<file path="src/rtl/booth_mul_pkg.sv">
package booth_mul_pkg;
    typedef enum logic [0:0] {
        ST_IDLE = 1'b0,
        ST_RUN  = 1'b1
    } mul_state_t;

    typedef enum logic [1:0] {
        OP_HOLD = 2'd0,
        OP_ADD  = 2'd1,
        OP_SUB  = 2'd2
    } step_op_t;
endpackage

</file>
<file path="src/rtl/booth_recode.sv">
module booth_recode
    import booth_mul_pkg::*;
(
    input  logic     cur_bit,
    input  logic     right_bit,
    output step_op_t op
);
    always_comb begin
        unique case ({cur_bit, right_bit})
            2'b10:   op = OP_SUB;   // run of ones begins
            2'b01:   op = OP_ADD;   // run of ones has ended
            default: op = OP_HOLD;  // inside a run of ones or of zeros
        endcase
    end
endmodule

</file>
<file path="src/rtl/booth_step.sv">
module booth_step
    import booth_mul_pkg::*;
#(
    parameter int WIDTH = 4
) (
    input  logic [WIDTH-1:0] acc_in,
    input  logic [WIDTH-1:0] low_in,
    input  logic             guard_in,
    input  logic [WIDTH-1:0] mcand,
    output logic [WIDTH-1:0] acc_out,
    output logic [WIDTH-1:0] low_out,
    output logic             guard_out
);
    localparam int EXT_W = WIDTH + 1;

    step_op_t         op;
    logic [EXT_W-1:0] acc_ext;
    logic [EXT_W-1:0] mc_ext;
    logic [EXT_W-1:0] acc_new;

    booth_recode u_recode (
        .cur_bit  (low_in[0]),
        .right_bit(guard_in),
        .op       (op)
    );

    assign acc_ext = {acc_in[WIDTH-1], acc_in};
    assign mc_ext  = {mcand[WIDTH-1], mcand};

    always_comb begin
        unique case (op)
            OP_ADD:  acc_new = acc_ext + mc_ext;
            OP_SUB:  acc_new = acc_ext - mc_ext;
            default: acc_new = acc_ext;
        endcase
    end

    // Arithmetic right shift of {acc_new, low_in, guard_in} by one place.
    // acc_new is one bit wider than the accumulator, so its top bit is
    // the sign that is copied in from the left.
    assign acc_out   = acc_new[EXT_W-1:1];
    assign low_out   = {acc_new[0], low_in[WIDTH-1:1]};
    assign guard_out = low_in[0];
endmodule

</file>
<file path="src/rtl/booth_ctrl.sv">
module booth_ctrl
    import booth_mul_pkg::*;
#(
    parameter int WIDTH = 4
) (
    input  logic clk,
    input  logic rst,
    input  logic start,
    output logic load,
    output logic step,
    output logic busy,
    output logic done
);
    localparam int              CNT_W = $clog2(WIDTH) + 1;
    localparam logic [CNT_W-1:0] LAST = CNT_W'(WIDTH - 1);

    mul_state_t       state_q, state_d;
    logic [CNT_W-1:0] cnt_q;
    logic             last_step;

    assign load      = (state_q == ST_IDLE) && start;
    assign step      = (state_q == ST_RUN);
    assign busy      = step;
    assign last_step = step && (cnt_q == LAST);

    always_comb begin
        state_d = state_q;
        unique case (state_q)
            ST_IDLE: if (start)     state_d = ST_RUN;   // idle->run
            ST_RUN:  if (last_step) state_d = ST_IDLE;  // run->idle
            default:                state_d = ST_IDLE;
        endcase
    end

    // State register and step counter.
    always_ff @(posedge clk) begin
        if (rst) begin
            state_q <= ST_IDLE;
            cnt_q   <= '0;
        end else begin
            state_q <= state_d;
            if (load)      cnt_q <= '0;
            else if (step) cnt_q <= cnt_q + 1'b1;
        end
    end

    // Output register: done pulses in the cycle after the last step.
    always_ff @(posedge clk) begin
        if (rst) done <= 1'b0;
        else     done <= last_step;
    end
endmodule

</file>
<file path="src/rtl/booth_seq_mul.sv">
module booth_seq_mul
    import booth_mul_pkg::*;
#(
    parameter int WIDTH = 4
) (
    input  logic               clk,
    input  logic               rst,
    input  logic               start,
    input  logic [WIDTH-1:0]   mcand,
    input  logic [WIDTH-1:0]   mplier,
    output logic               busy,
    output logic               done,
    output logic [2*WIDTH-1:0] product
);
    logic             load, step;
    logic [WIDTH-1:0] acc_q, low_q, mc_q;
    logic             guard_q;
    logic [WIDTH-1:0] acc_d, low_d;
    logic             guard_d;

    booth_ctrl #(.WIDTH(WIDTH)) u_ctrl (
        .clk  (clk),
        .rst  (rst),
        .start(start),
        .load (load),
        .step (step),
        .busy (busy),
        .done (done)
    );

    booth_step #(.WIDTH(WIDTH)) u_step (
        .acc_in   (acc_q),
        .low_in   (low_q),
        .guard_in (guard_q),
        .mcand    (mc_q),
        .acc_out  (acc_d),
        .low_out  (low_d),
        .guard_out(guard_d)
    );

    always_ff @(posedge clk) begin
        if (rst) begin
            acc_q   <= '0;
            low_q   <= '0;
            guard_q <= 1'b0;
            mc_q    <= '0;
        end else if (load) begin
            acc_q   <= '0;
            low_q   <= mplier;
            guard_q <= 1'b0;
            mc_q    <= mcand;
        end else if (step) begin
            acc_q   <= acc_d;
            low_q   <= low_d;
            guard_q <= guard_d;
        end
    end

    assign product = {acc_q, low_q};
endmodule

</file>
<file path="config.mk">
export PLATFORM = sky130hd
export DESIGN_NAME = booth_seq_mul
export DESIGN_NICKNAME = d
export VERILOG_FILES = /design/src/rtl/booth_mul_pkg.sv /design/src/rtl/booth_recode.sv /design/src/rtl/booth_step.sv /design/src/rtl/booth_ctrl.sv /design/src/rtl/booth_seq_mul.sv
export SDC_FILE = /design/constraint.sdc
export NUM_CORES = 1
export LEC_CHECK = 0
export ABC_AREA = 1
export BUFFER_PORTS_ARGS = -buffer_cell sky130_fd_sc_hd__buf_2
export CAP_MARGIN = 20
export CORE_MARGIN = 2
export CORE_UTILIZATION = 55
export CTS_CLUSTER_DIAMETER = 60
export DETAILED_ROUTE_END_ITERATION = 16
export PLACE_DENSITY_LB_ADDON = 0.3
export SETUP_SLACK_MARGIN = 0.1
export SLEW_MARGIN = 5
export SYNTH_ARGS = -nofsm -noshare
export SYNTH_HDL_FRONTEND = slang
export SYNTH_HIERARCHICAL = 1
export SYNTH_SLANG_ARGS = --single-unit
</file>
<file path="constraint.sdc">
create_clock -name clk -period 2.5 [get_ports clk]
set_input_delay 0.5 -clock clk [delete_from_list [all_inputs] [get_ports clk]]
set_output_delay 0.5 -clock clk [all_outputs]
set_load 0.005 [all_outputs]
</file>
==> reports/metrics.csv <==
metric,value,unit
crit_type,flip-flop to flip-flop,
regToRegSetupSlack,0.36,ns
cts_buffers,3,
drt_iter0_markers,6,
cts.sinks,18,
final_nets,217,
layout-drive-gt1-share,23.1,%
power,664,uW
vias,1058,
clk_latency,0.28,ns
synth_top_cell_area_share,29.8,%
rows,16,
timing.final.crit_period,2.14,ns
area_growth_syn_to_layout,9.71,%
clock-root-buffer,clkbuf_4,
r2r-end,acc_q[3],
avgSynthCellArea,6.80,sq um
rr_worst_depth,16,
grt-ovfl-total,0,
initial_utilization,59.9,%
startpoint_type,flip-flop,
syn_nets,198,
core_area,2020,sq um
cts_tree,done,
antenna_found_initial,0,
die-area,2590,sq um
track_usage,19.3,%
setup_tns,0,ns
holdBufCountCts,0,
syn_inst,178,
drtPass1Iterations,4,
htree_levels,1,
yosys.cell_types.count,27,
worstHoldPathType,input port to flip-flop,
seq_area_frac_synth,29.8,%
ys_seq_elements,18,
holdCritStartpoint,mcand[1],
wire_per_inst,9.68,um
r2r_start,guard_q,
min_path_cells,3,
ir_drop,0.314,mV
p_leak,0.682,nW
cp_max_fo,7,
grt_max_degree,16,
drtAntennaViolNets,0,
fmaxAchievable,468,MHz
clk_pin_slew,0.09,ns
arrival,2.36,ns
chipWidth,50.9,um
drc,0,
max_slew.worst_pin.slew,0.301,ns
slew_headroom,79.7,%
fin_util,65.7,%
setup_viol_count_final,0,
grt_pass1_wl,3.88,mm
status,"finished, final reports clean",
fin_worst_skew,0.00294,ns
die_y,50.9,um
diodes,0,
gp_congestion,0.821,
cts_buffer_depth,2,
ys_warn_count,6,
portBuffers,20,
synth_top_cell_by_area,dfxtp_1,
final_max_slew_viol_count,0,
power.density,500,nW/um^2
via_per_inst,4.77,
syn_area,1210,sq um
timing.final.crit_share,85.5,%
ios,21,
required,2.72,ns
rsz0062_at_grt,no,
dpl.hpwl,1.75,mm
synth_area_leaders,"dfxtp_1 (30%), nand2_1 (13%), nor2_1 (9.3%)",
grt_pass1_vias,977,
whs_endpoint,mc_q[1],
routed_wirelength,2.15,mm
cap_violations,0,
hold_viol_final,0,
fillers,191,
end_kind,flip-flop,
## flip-flops by register name, summed over array words and instances, names as in the netlist
| name | flops |
|---|---|
| u_ctrl/done | 1 |
| low_q | 4 |
| acc_q | 4 |
| mc_q | 4 |
| guard_q | 1 |
| u_ctrl/cnt_q | 3 |
| u_ctrl/busy | 1 |
## per-layer routing
layer	vias to the layer above	routed length (um)	global-route usage, %
li1	577	-	-
met1	465	977	22.2
met2	14	1100	36.1
met3	2	56	3.51
met4	0	15	5.41
met5	-	0	0
## cells in the final DEF, fill, tap and decap left out
master / count
a21oi_1: 6
a21oi_2: 6
a22oi_1: 1
a31oi_1: 1
buf_2: 20
buf_4: 2
clkbuf_4: 3
clkinv_1: 1
dfxtp_1: 16
dfxtp_2: 2
fa_1: 1
ha_1: 6
ha_2: 1
ha_4: 1
inv_1: 29
inv_2: 3
inv_4: 1
nand2_1: 43
nand2_4: 2
nand3_1: 3
nand3b_1: 1
nand4_1: 1
nor2_1: 30
nor2_2: 1
nor2_4: 1
nor3b_2: 1
o21ai_0: 4
o21ai_1: 4
o21bai_2: 1
xnor2_1: 1
xor2_1: 2
## worst max-delay path, stage by stage, from the launching register on
cell and delay (ns):
dfxtp_2 0.35, inv_1 0.04, nor2_1 0.08, inv_1 0.05, ha_2 0.22, nand2_1 0.07, o21ai_0 0.13, fa_1 0.42
inv_1 0.11, nand3_1 0.08, nand3_1 0.07, nand2_1 0.07, nand3_1 0.09, nand2_1 0.07, nand2_1 0.06, nand2_1 0.06
a21oi_2 0.13
## stage by stage
step                instances  setup WS, ns  area [sq um]  hold WS (ns)
floorplan                 178         0.400          1210         0.461
global placement          219         0.314          1290         0.470
detailed placement        219         0.212          1290         0.484
CTS                       222         0.184          1310         0.426
global route              222         0.125          1330         0.444
finish                    222         0.362          1330         0.434
## worst max path at each step
stage            start       end  slack (ns)  cells after the start
6_report       guard_q  acc_q[3]        0.36                     16
2_1_floorplan  guard_q  acc_q[3]        0.40                     17
3_5_place_dp   guard_q  acc_q[3]        0.21                     17
3_3_place_gp   guard_q  acc_q[3]        0.31                     17
5_1_grt        guard_q  acc_q[3]        0.13                     17
4_1_cts        guard_q  acc_q[3]        0.18                     17
## power breakdown
group          internal, mW  switching (mW)  leakage [nW]  total, mW
logic                0.0878           0.120         0.520      0.208
registers             0.304          0.0156         0.148      0.320
clock network        0.0558          0.0807        0.0138      0.137
## logic make-up (layout without fill, tap and decap cells)
| group | after synthesis | count (layout) | synth area share (%) |
|---|---|---|---|
| simple gates | 83 | 83 | 29.3 |
| buf+inv | 42 | 59 | 16.6 |
| compound gates | 23 | 23 | 12.2 |
| flops | 18 | 18 | 29.8 |
| fa+ha+maj | 9 | 9 | 9.92 |
| xor+xnor | 3 | 3 | 2.17 |
## cells in the mapped netlist, drive strengths merged
| master | count |
|---|---|
| nor2 | 32 |
| xnor2 | 1 |
| inv | 33 |
| fa | 1 |
| nand2 | 45 |
| nor3b | 1 |
| a21oi | 12 |
| a31oi | 1 |
| o21ai | 8 |
| nand3b | 1 |
| nand4 | 1 |
| xor2 | 2 |
| ha | 8 |
| buf | 8 |
| dfxtp | 18 |
| a22oi | 1 |
| o21bai | 1 |
| nand3 | 3 |
| clkinv | 1 |
## area by class of cell
| class | count | area, sq um | share of cell area (%) |
|---|---|---|---|
| clock buffers | 3 | 22.5 | 1.69 |
| inverters | 34 | 130 | 9.79 |
| multi-input cells | 118 | 664 | 50.0 |
| flip-flops and latches | 18 | 363 | 27.3 |
| well taps | 27 | 33.8 | 2.54 |
| repair buffers | 22 | 115 | 8.66 |
## timing repair
item / CTS / global route
resized for setup: 0 / 4
setup endpoints to repair: 0 / 1
buffers inserted: 0 / 0
No activity file was read; power rests on OpenSTA's default activity.
